<file path="config.mk">
export PLATFORM = sky130hd
export DESIGN_NAME = sprite_dma
export DESIGN_NICKNAME = d
export VERILOG_FILES = /design/src/rtl/sprite_dma_pkg.sv /design/src/rtl/sprite_dma_ctrl.sv /design/src/rtl/sprite_dma_path.sv /design/src/rtl/sprite_dma.sv
export SDC_FILE = /design/constraint.sdc
export NUM_CORES = 1
export LEC_CHECK = 0
export ABC_AREA = 1
export BUFFER_PORTS_ARGS = -buffer_cell sky130_fd_sc_hd__buf_2
export CAP_MARGIN = 40
export CORE_MARGIN = 3
export CORE_UTILIZATION = 48
export CTS_BUF_LIST = sky130_fd_sc_hd__clkbuf_2
export DETAILED_ROUTE_END_ITERATION = 16
export GPL_TIMING_DRIVEN = 0
export PLACE_DENSITY_LB_ADDON = 0.3
export SLEW_MARGIN = 20
export SYNTH_ARGS = -nofsm -noshare
export SYNTH_HDL_FRONTEND = slang
export SYNTH_SLANG_ARGS = --single-unit
</file>
<file path="constraint.sdc">
create_clock -name clk -period 2.1 [get_ports clk]
set_clock_uncertainty 0.15 [all_clocks]
set_input_delay 0.42 -clock clk [delete_from_list [all_inputs] [get_ports clk]]
set_output_delay 0.42 -clock clk [all_outputs]
set_load 0.01 [all_outputs]
</file>
<file path="src/rtl/sprite_dma_pkg.sv">
package sprite_dma_pkg;

  typedef enum logic [1:0] {
    ST_IDLE  = 2'd0,
    ST_READ  = 2'd1,
    ST_WRITE = 2'd2
  } dmaState_t;

  // Strobes from control to datapath
  typedef struct packed {
    logic loadPage;
    logic clearCount;
    logic incCount;
    logic captureByte;
    logic driveRead;
    logic driveWrite;
  } dmaStrobes_t;

endpackage

</file>
<file path="src/rtl/sprite_dma_ctrl.sv">
module sprite_dma_ctrl
  import sprite_dma_pkg::*;
#(
  parameter int ADDR_W = 16,
  parameter logic [ADDR_W-1:0] TRIG_ADDR = 16'hFF46
) (
  input  logic              clk,
  input  logic              rstN,
  input  logic              cpuWrEn,
  input  logic [ADDR_W-1:0] cpuWrAddr,
  input  logic              lastByte,
  output dmaStrobes_t       strobes,
  output logic              busy
);

  dmaState_t state, stateNext;
  logic trigHit;

  assign trigHit = cpuWrEn && (cpuWrAddr == TRIG_ADDR);

  // A trigger takes priority over the running sequence (restart)
  always_comb begin
    stateNext = state;
    if (trigHit) begin
      stateNext = ST_READ;
    end else begin
      case (state)
        ST_IDLE:  stateNext = ST_IDLE;
        ST_READ:  stateNext = ST_WRITE;
        ST_WRITE: stateNext = lastByte ? ST_IDLE : ST_READ;
        default:  stateNext = ST_IDLE;
      endcase
    end
  end

  always_ff @(posedge clk) begin
    if (!rstN) state <= ST_IDLE;
    else       state <= stateNext;
  end

  always_comb begin
    strobes.loadPage    = trigHit;
    strobes.clearCount  = trigHit;
    strobes.incCount    = !trigHit && (state == ST_WRITE) && !lastByte;
    strobes.captureByte = (state == ST_READ);
    strobes.driveRead   = (state == ST_READ);
    strobes.driveWrite  = (state == ST_WRITE);
  end

  assign busy = (state != ST_IDLE);

endmodule

</file>
<file path="src/rtl/sprite_dma_path.sv">
module sprite_dma_path
  import sprite_dma_pkg::*;
#(
  parameter int ADDR_W   = 16,
  parameter int DATA_W   = 8,
  parameter int XFER_LEN = 160,
  parameter logic [ADDR_W-1:0] DEST_BASE = 16'hFE00
) (
  input  logic              clk,
  input  logic              rstN,
  input  dmaStrobes_t       strobes,
  input  logic [DATA_W-1:0] cpuWrData,
  input  logic [DATA_W-1:0] busRdata,
  output logic              lastByte,
  output logic [ADDR_W-1:0] busAddr,
  output logic              busRd,
  output logic              busWr,
  output logic [DATA_W-1:0] busWdata
);

  localparam int OFF_W = ADDR_W - DATA_W;
  localparam int CNT_W = $clog2(XFER_LEN);

  logic [DATA_W-1:0] pageReg;
  logic [CNT_W-1:0]  byteIdx;
  logic [DATA_W-1:0] byteReg;
  logic [ADDR_W-1:0] srcAddr;
  logic [ADDR_W-1:0] dstAddr;

  always_ff @(posedge clk) begin
    if (!rstN) begin
      pageReg <= '0;
      byteIdx <= '0;
      byteReg <= '0;
    end else begin
      if (strobes.loadPage)    pageReg <= cpuWrData;
      if (strobes.clearCount)  byteIdx <= '0;
      else if (strobes.incCount) byteIdx <= byteIdx + 1'b1;
      if (strobes.captureByte) byteReg <= busRdata;
    end
  end

  assign lastByte = (byteIdx == CNT_W'(XFER_LEN - 1));
  assign srcAddr  = {pageReg, OFF_W'(byteIdx)};
  assign dstAddr  = DEST_BASE + ADDR_W'(byteIdx);

  always_comb begin
    busAddr = '0;
    if (strobes.driveRead)       busAddr = srcAddr;
    else if (strobes.driveWrite) busAddr = dstAddr;
  end

  assign busRd    = strobes.driveRead;
  assign busWr    = strobes.driveWrite;
  assign busWdata = strobes.driveWrite ? byteReg : '0;

endmodule

</file>
<file path="src/rtl/sprite_dma.sv">
module sprite_dma
  import sprite_dma_pkg::*;
#(
  parameter int ADDR_W   = 16,
  parameter int DATA_W   = 8,
  parameter int XFER_LEN = 160,
  parameter logic [ADDR_W-1:0] TRIG_ADDR = 16'hFF46,
  parameter logic [ADDR_W-1:0] DEST_BASE = 16'hFE00
) (
  input  logic              clk,
  input  logic              rstN,
  input  logic              cpuWrEn,
  input  logic [ADDR_W-1:0] cpuWrAddr,
  input  logic [DATA_W-1:0] cpuWrData,
  output logic [ADDR_W-1:0] busAddr,
  output logic              busRd,
  output logic              busWr,
  input  logic [DATA_W-1:0] busRdata,
  output logic [DATA_W-1:0] busWdata,
  output logic              busy
);

  dmaStrobes_t strobes;
  logic lastByte;

  sprite_dma_ctrl #(
    .ADDR_W   (ADDR_W),
    .TRIG_ADDR(TRIG_ADDR)
  ) u_ctrl (
    .clk      (clk),
    .rstN     (rstN),
    .cpuWrEn  (cpuWrEn),
    .cpuWrAddr(cpuWrAddr),
    .lastByte (lastByte),
    .strobes  (strobes),
    .busy     (busy)
  );

  sprite_dma_path #(
    .ADDR_W   (ADDR_W),
    .DATA_W   (DATA_W),
    .XFER_LEN (XFER_LEN),
    .DEST_BASE(DEST_BASE)
  ) u_path (
    .clk      (clk),
    .rstN     (rstN),
    .strobes  (strobes),
    .cpuWrData(cpuWrData),
    .busRdata (busRdata),
    .lastByte (lastByte),
    .busAddr  (busAddr),
    .busRd    (busRd),
    .busWr    (busWr),
    .busWdata (busWdata)
  );

endmodule

</file>
==> results.ini, run 1 <==
[clock_tree]
clkTransAtPathRegs_ns=0.25
clk_root_buffer_cell=clkbuf_2
cts_tree=built
cts_num_sinks=26
htree_levels=1
cts.hold.buffers_added=0
clk_path_buf_depth=2
clk-insertion-delay-late_ns=0.35
cts_made_buffers=3

[yosys]
ys_types=22
yosysWarnings=0
synth_area_sq_mm=0.00151
synth-seq-area-share_pct=34.6
ys_ff_latch=26
synth_fp_nets=266
syn_area_per_cell_sq_um=6.63
syn_inst=227

[setup_path]
worstSetupEndpointType=output pin
rr_worst_depth=8
crit_required_ns=1.53
cp.arrival_ns=1.47
rr_startpoint=u_ctrl.state[1]
cp_max_fo=5
reg2reg_to=u_path.byteIdx[4]
cp-start-kind=register
r2r_slack_ns=0.45
critPathKind=register to output pin

[place]
dp_hpwl_microns=2490
place_ws_ns=-0.0796
portBuffers=61
place.gp.congestion=0.776

[drt]
wire_per_inst_microns=10.3
drc_errors=0
routed_via_density=4.70
ant_nets=0
drt_wl_total_microns=3520
via_count=1607
drt_iter0_drc=61
first_pass_iters=4

[finish]
nFillCells=266
nets=340
multiInputGateArea_sq_um=880
diodes=0
syn2layout_area_growth_pct=37.2
drive_gt1_share_pct=39.0
seqCellArea_sq_um=526

[grt]
busiest_layer=met2
grt_pass1_vias=1332
antenna_found_initial=0
grt_use_met2_pct=31.8
use_met1_pct=23.1
grt_pass1_wl_microns=5430
grt-ovfl-total=0
grt_max_degree=16
met3_usage_pct=3.31
grt_usage_pct=18.7

[floorplan]
core_sq_mm=0.00288
floorplan.initialDensity_pct=52.3
die_y_microns=62
dieArea_sq_mm=0.00384
num_rows=19
die_w_microns=62
io_pins=62

[sta]
fin_crit_sh_pct=97.2
setup_violations=0
finalHoldViolations=0
worstMarginPinSlew_ns=0.371
setup_tns_ns=0
maxSlewViolCount=0
finalWorstSetupSlack_ns=0.0584
rsz0062_at_grt=true
period_minus_slack_ns=2.04
fmax_ghz=0.490
slew_headroom_pct=75.2

[power_and_ir_drop]
finalPower_w=0.000865
p_per_area_mw_per_mm2=419
p_leak_nw=1.12
peakVddDrop_mv=0.328

[flow_run]
maxCapViolations=0

[hold_path]
hp-class=input pin to register
min_to=u_path.pageReg[3]
hp-start=cpuWrData[3]
whs_path_depth=3

[run_status]
status=finished clean

cell families after synthesis:
kind of cell,synth area share (%)
simple gates,38.5
buf+inv,10.1
compound gates,11.1
flops,34.6
xor+xnor,2.33
fa+ha+maj,3.33
worst max-delay path, cell delays in order (launching register included):
cell     delay, ns
dfxtp_4       0.40
buf_6         0.11
ha_4          0.16
nor2_4        0.14
buf_6         0.15
nor2_1        0.04
buf_2         0.13
cells in the final DEF, fill, tap and decap left out, types with 3 or more instances in the layout:
| master | n |
|---|---|
| xor2_1 | 4 |
| clkbuf_2 | 3 |
| inv_1 | 27 |
| a21oi_2 | 7 |
| nand3_1 | 11 |
| dfxtp_1 | 24 |
| inv_2 | 5 |
| buf_2 | 61 |
| buf_6 | 4 |
| buf_4 | 7 |
| nand2_1 | 40 |
| nor2_1 | 56 |
| nor2_4 | 3 |
| o21ai_1 | 8 |
| nor2_2 | 13 |
| o21ai_0 | 9 |
per-layer routing:
metal  share of wire, %  wire, microns  up-vias
li1                   -              -      834
met1                 43           1530      713
met2                 49           1710       54
met3                5.8            204        6
met4                2.1             74        0
met5                  0              0        -
synth_stat cells (all sizes together):
cell type	n	area share, %
inv	33	8.2
clkinv	1	0.33
nand2	41	10
a21oi	8	4.4
xor2	4	2.3
nand3	14	6.6
nor2	73	21
clkbuf	1	0.25
buf	4	1.3
ha	4	3.3
dfxtp	26	35
o21ai	18	6.7
repair_timing:
action	CTS	global route
buffers inserted	4	5
cloned	1	0
pin swaps	2	6
gates resized for setup	16	15
setup endpoints to repair	15	21
through the flow:
step	utilization [%]	hold WS (ns)	cells	cell area, sq um
global route	71.8	0.103	342	2070
finish	71.8	0.113	342	2070
CTS	68.9	0.106	338	1980
floorplan	-	0.313	227	1510
global placement	64.8	0.326	330	1860
detailed placement	64.8	0.332	330	1860
registers in the layout, summed over array words and instances (netlist names):
name and cells:
u_ctrl.state 2, u_path.pageReg 8, u_path.byteReg 8, u_path.byteIdx 8
worst max-delay path by stage:
stage | start | to | slack, ns | cells past startpoint
after CTS | u_ctrl.state[0] | busAddr[13] | -0.01 | 7
after global routing | u_ctrl.state[1] | busAddr[15] | -0.02 | 7
final | u_ctrl.state[1] | busAddr[6] | 0.06 | 6
after global placement | u_ctrl.state[0] | busAddr[13] | -0.08 | 7
after detailed placement | u_ctrl.state[0] | busAddr[13] | -0.08 | 7
after floorplan | u_ctrl.state[0] | busAddr[13] | 0.21 | 6
cell type report:
cell class                      instances  area share [%]
Clock buffer                            3           0.727
Timing Repair Buffer                   71            19.0
Clock inverter                          1            1.45
Tap cell                               42            2.54
Inverter                               34            6.84
Multi-Input combinational cell        162            42.6
Buffer                                  3            1.45
Sequential cell                        26            25.4
report_power, final:
group	internal, W	switching (W)
logic	0.0000295	0.0000298
clock network	0.000164	0.000148
registers	0.000494	0.00000000220
total	0.000687	0.000178
(Power assumes the default switching activity.)
==> run 2, diff against run 1 <==
CORE_UTILIZATION = 45   (was 48)
clock period = 1.73 ns   (was 2.1 ns; I/O delays follow)
==> run 2 against run 1 <==
  * The flow now finishes with violations (setup timing)
  * Count of clock-buffer cells in the layout unchanged
  * Setup slack worse by 0.31 ns
  * Combinational power is 22% higher
  * Die area is 6.0% higher
  * Via count is 0.56% lower
  * Utilization down 1.3 points
  * Critical endpoint is now busAddr[12]
  * Largest cell class unchanged
==> results.ini, run 2 (synthesis results as in run 1) <==
[run_status]
status=finished with violations
violations=setup timing

[place]
portBuffers=61  ; unchanged
place.gp.congestion=0.761  ; -1.8%
dp_hpwl_microns=2530  ; +1.5%

[sta]
worstMarginPinSlew_ns=0.375  ; +0.00419 ns
finalHoldViolations=0  ; unchanged
fmax_ghz=0.504
maxSlewViolCount=0  ; unchanged
period_minus_slack_ns=1.99
rsz0062_at_grt=true
setup_tns_ns=-4.92  ; -4.92 ns
finalWorstSetupSlack_ns=-0.256  ; -0.314 ns
fin_crit_sh_pct=115
slew_headroom_pct=74.9  ; -0.35 points
setup_violations=24  ; +24

[clock_tree]
clk-insertion-delay-late_ns=0.37  ; +0.02 ns
clkTransAtPathRegs_ns=0.26  ; about the same
cts_num_sinks=26  ; unchanged
clk_path_buf_depth=2  ; unchanged
htree_levels=1  ; unchanged
cts_made_buffers=3  ; unchanged
clk_root_buffer_cell=clkbuf_2
cts.hold.buffers_added=0  ; unchanged
cts_tree=built

[drt]
drc_errors=0  ; unchanged
drt_wl_total_microns=3710  ; +5.6%
routed_via_density=4.65  ; -1.1%
first_pass_iters=4  ; unchanged
wire_per_inst_microns=10.8  ; +5.0%
via_count=1598  ; -0.56%
ant_nets=0  ; unchanged
drt_iter0_drc=79  ; +30%

[finish]
reg_top3=u_path.byteIdx x8, u_path.byteReg x8, u_path.pageReg x8
final_common_cell=buf_2
syn2layout_area_growth_pct=46.5
fin_util_pct=70.5  ; -1.3 points
diodes=0  ; unchanged
drive_gt1_share_pct=48.3  ; +9.3 points
nets=340  ; unchanged
mostFrequentLayoutCells=buf_2 (56), nor2_1 (46), nand2_1 (29), inv_1 (23), dfxtp_1 (23)

[setup_path]
r2r_slack_ns=0.12  ; -0.33 ns
cp_max_fo=5  ; unchanged
crit_required_ns=1.23  ; -0.30 ns
worstSetupEndpointType=output pin
cp-start-kind=register
rr_worst_depth=8  ; unchanged
rr_startpoint=u_ctrl.state[1]
reg2reg_to=u_path.byteIdx[4]
cp.arrival_ns=1.49  ; +0.02 ns
critPathKind=register to output pin

[grt]
antenna_found_initial=0  ; unchanged
grt_max_degree=17  ; +1
grt_pass1_vias=1384  ; +3.9%
grt_usage_pct=17.2  ; -1.6 points
grt-ovfl-total=0  ; unchanged
grt_pass1_wl_microns=5800  ; +6.9%

[hold_path]
hp-start=busRdata[3]
min_to=u_path.byteReg[3]
hp-class=input pin to register
whs_path_depth=3  ; unchanged

[power_and_ir_drop]
p_leak_nw=1.14  ; +2.2%
finalPower_w=0.00106  ; +23%
p_per_area_mw_per_mm2=482  ; +15%
peakVddDrop_mv=0.271  ; -17%

[floorplan]
core_sq_mm=0.00313  ; +8.7%
num_rows=20  ; +1
die_w_microns=63.8  ; +3.0%
dieArea_sq_mm=0.00407  ; +6.0%
floorplan.initialDensity_pct=48.1  ; -4.2 points
io_pins=62  ; unchanged
die_y_microns=63.8  ; +3.0%

[flow_run]
maxCapViolations=0  ; unchanged

run 2: cell count changes in the layout (fill, tap and decap cells not counted), moves of 7 or more:
cell,change
nand2_1,-11
nand2_2,+10
nor2_1,-10
buf_6,+9
nor2_2,+7
run 2: repair_timing:
| item | CTS | global route |
|---|---|---|
| gates cloned | 2 | 1 |
| resized for setup | 20 | 47 |
| buffers inserted | 3 | 5 |
| endpoints found under the setup margin | 24 | 34 |
| pin swaps | 3 | 13 |
run 2: how the worst max path moves through the flow:
| stage | start | to | slack, ns | depth (start not counted) |
|---|---|---|---|---|
| after detailed placement | u_ctrl.state[1] | busAddr[14] | -0.19 | 8 |
| after global placement | u_ctrl.state[0] | busAddr[4] | -0.17 | 7 |
| after CTS | u_ctrl.state[1] | busAddr[14] | -0.35 | 7 |
| after global routing | u_ctrl.state[1] | busAddr[14] | -0.35 | 7 |
| final | u_ctrl.state[1] | busAddr[12] | -0.26 | 6 |
| after floorplan | u_ctrl.state[1] | busAddr[10] | 0.008 | 7 |
run 2: worst max-delay path, stage by stage, from the launching register on:
cell	delay [ns]
dfxtp_2	0.39
buf_6	0.11
ha_4	0.17
nor2_4	0.14
buf_6	0.16
nor2_2	0.04
buf_2	0.13
run 2: final cells by class:
class,count,area [sq um]
multi-input combinational,163,971
fill,255,923
sequential,26,527
timing repair buffer,70,430
inverter,34,146
tap,44,55.1
clock inverter,1,30.0
buffer,3,30.0
clock buffer,3,15.0
run 2: per-layer routing:
layer	vias to the layer above	part of all wire [%]	global-route usage (%)
li1	840	-	-
met4	0	1.8	5.66
met5	-	0	0
met3	9	7.6	2.99
met1	689	41	21.5
met2	60	50	29.4
run 2: power breakdown:
group | internal, W | leakage, nW | total [W] | switching (W)
sequential | 0.000599 | 0.211 | 0.000599 | 0.00000000368
combinational | 0.0000358 | 0.904 | 0.0000721 | 0.0000363
clock | 0.000199 | 0.0266 | 0.000391 | 0.000192
total | 0.000834 | 1.14 | 0.00106 | 0.000228
run 2: through the flow:
stage                     instances  hold slack, ns  setup WS (ns)  instance area, sq um
final                           344          0.0269         -0.256                  2200
after global placement          332           0.330         -0.171                  1900
after CTS                       340          0.0279         -0.346                  2020
after floorplan                 227           0.313        0.00845                  1540
after detailed placement        332           0.334         -0.192                  1900
after global routing            344          0.0209         -0.346                  2200
==> run 3, diff against run 2 <==
--- a/constraint.sdc
+++ b/constraint.sdc
@@ -3,3 +3,3 @@
 set_input_delay 0.346 -clock clk [delete_from_list [all_inputs] [get_ports clk]]
 set_output_delay 0.346 -clock clk [all_outputs]
-set_load 0.01 [all_outputs]
+set_load 0.005 [all_outputs]
==> run 3 against run 2 <==
  * The run still ends with setup timing left
  * Die area is the same
  * Routed wire length is 3.4% higher
  * Setup slack got worse by 0.0070 ns
  * Sequential power barely moved
  * Critical path type unchanged
==> results.ini, run 3 (synthesis results as in run 1) <==
[run_status]
status=finished with violations
violations=setup timing

[hold_path]
hp-class=input pin to register
hp-start=cpuWrData[4]

[finish]
syn2layout_area_growth_pct=47.0
drive_gt1_share_pct=46.0  ; -2.4 points
mostFrequentLayoutCells=buf_2 (59), nor2_1 (56), nand2_1 (30), inv_1 (24), dfxtp_1 (22)
reg_top3=u_path.byteIdx x8, u_path.byteReg x8, u_path.pageReg x8
diodes=0  ; unchanged
final_common_cell=buf_2
final_area_sq_mm=0.00221  ; +0.34%
nFillCells=277  ; +8.6%
nets=349  ; +2.6%

[grt]
grt_usage_pct=19.3  ; +2.2 points
grt_pass1_wl_microns=6460  ; +11%
grt_pass1_vias=1552  ; +12%
grt-ovfl-total=0  ; unchanged
antenna_found_initial=0  ; unchanged
grt_max_degree=16  ; -1

[power_and_ir_drop]
peakVddDrop_mv=0.263  ; -2.9%
p_int_w=0.000836  ; +0.21%
pwr-share-clk_pct=36.2  ; -0.6 points
sw_frac_of_total_pct=20.7  ; -0.77 points
power_switching_w=0.000218  ; -4.3%
p_leak_nw=1.18  ; +3.0%
comb_power_share_pct=6.8  ; about the same
p_per_area_mw_per_mm2=476  ; -1.1%
seqPwrFrac_pct=57.0  ; +0.6 points

[sta]
setup_tns_ns=-5.12  ; -0.201 ns
finalHoldViolations=0  ; unchanged
fmax_ghz=0.502  ; -0.35%
period_minus_slack_ns=1.99  ; +0.00697 ns
setup_violations=24  ; unchanged
maxSlewViolCount=0  ; unchanged
worstMarginPinSlew_ns=0.360  ; -0.0150 ns
finalWorstSetupSlack_ns=-0.263  ; -0.00697 ns
slew_headroom_pct=76.0  ; +1.1 points
rsz0062_at_grt=true
fin_crit_sh_pct=115  ; +0.40 points

[clock_tree]
clk_root_buffer_cell=clkbuf_2
clk_path_buf_depth=2  ; unchanged
clkTransAtPathRegs_ns=0.26  ; about the same
cts_tree=built
htree_levels=1  ; unchanged
clk-insertion-delay-late_ns=0.33  ; -0.04 ns
cts_made_buffers=3  ; unchanged
cts_num_sinks=26  ; unchanged
cts.hold.buffers_added=0  ; unchanged

[drt]
routed_via_density=4.66  ; +0.38%
wire_per_inst_microns=10.9  ; +0.76%
ant_nets=0  ; unchanged
first_pass_iters=4  ; unchanged
via_count=1646  ; +3.0%
drt_iter0_drc=64  ; -19%
drc_errors=0  ; unchanged
drt_wl_total_microns=3840  ; +3.4%

[floorplan]
dieArea_sq_mm=0.00407  ; unchanged
num_rows=20  ; unchanged
io_pins=62  ; unchanged
floorplan.initialDensity_pct=48.1  ; unchanged
die_w_microns=63.8  ; unchanged
die_y_microns=63.8  ; unchanged
core_sq_mm=0.00313  ; unchanged

[setup_path]
endpoint=busAddr[14]
reg2reg_to=u_path.byteIdx[6]
rr_startpoint=u_ctrl.state[0]
critPathKind=register to output pin
cp.arrival_ns=1.50  ; about the same
rr_worst_depth=11  ; +3
crit_required_ns=1.23  ; about the same
cp_max_fo=5  ; unchanged
cp-startpoint=u_ctrl.state[0]
cp-start-kind=register
worstSetupEndpointType=output pin
r2r_slack_ns=0  ; -0.12 ns

[flow_run]
maxCapViolations=0  ; unchanged

[place]
placed_area_sq_mm=0.00187  ; -1.5%
place.gp.congestion=0.729  ; -4.3%
dp_hpwl_microns=2510  ; -0.83%
portBuffers=61  ; unchanged
place_ws_ns=-0.250  ; -0.0580 ns

run 3: through the flow:
stage / hold WS, ns / std cells / util (%) / power, W
floorplan: 0.313 / 227 / - / 0.000639
global placement: 0.330 / 332 / 59.7 / 0.000683
detailed placement: 0.335 / 332 / 59.7 / 0.000684
CTS: 0.0464 / 347 / 66.5 / 0.00106
global route: 0.0364 / 353 / 70.7 / 0.00110
finish: 0.0448 / 353 / 70.7 / 0.00105
run 3: layout make-up:
class,count,area (sq um),area share (%)
tap,44,55.1,2.49
sequential,26,526,23.8
timing repair buffer,78,480,21.7
timing repair inverter,1,8.76,0.396
clock buffer,3,15.0,0.679
inverter,34,139,6.28
clock inverter,1,30.0,1.36
buffer,4,41.3,1.87
multi-input combinational,162,917,41.5
run 3: worst min path at each step:
stage / cells after the start / endpoint
after floorplan: 2 / u_path.byteReg[1]
after global placement: 2 / u_path.byteReg[6]
after detailed placement: 2 / u_path.pageReg[3]
after CTS: 3 / u_path.pageReg[6]
after global routing: 3 / u_path.pageReg[4]
final: 3 / u_path.pageReg[4]
run 3: timing repair:
item	CTS	global route
endpoints found under the setup margin	24	33
pin swaps	8	9
cloned	2	0
setup buffers	10	6
resized for setup	25	27
run 3: critical path, stage by stage (launching register included):
cell and delay (ns):
dfxtp_2 0.38, buf_4 0.13, ha_4 0.17, nor2_4 0.17, buf_6 0.15, nor2_2 0.04, buf_2 0.12
run 3: power groups by stage:
| stage | Clock (W) | Combinational, W | Sequential (W) |
|---|---|---|---|
| after floorplan | 0 | 0.0000271 | 0.000612 |
| after global placement | 0 | 0.0000710 | 0.000612 |
| after detailed placement | 0 | 0.0000722 | 0.000612 |
| after CTS | 0.000386 | 0.0000726 | 0.000601 |
| after global routing | 0.000414 | 0.0000814 | 0.000602 |
| final | 0.000381 | 0.0000720 | 0.000601 |
run 3: layer usage:
metal,track usage [%],routed length [microns]
met1,22.9,1550
met4,7.55,53
met3,2.28,198
met5,0,0
met2,35.1,2040
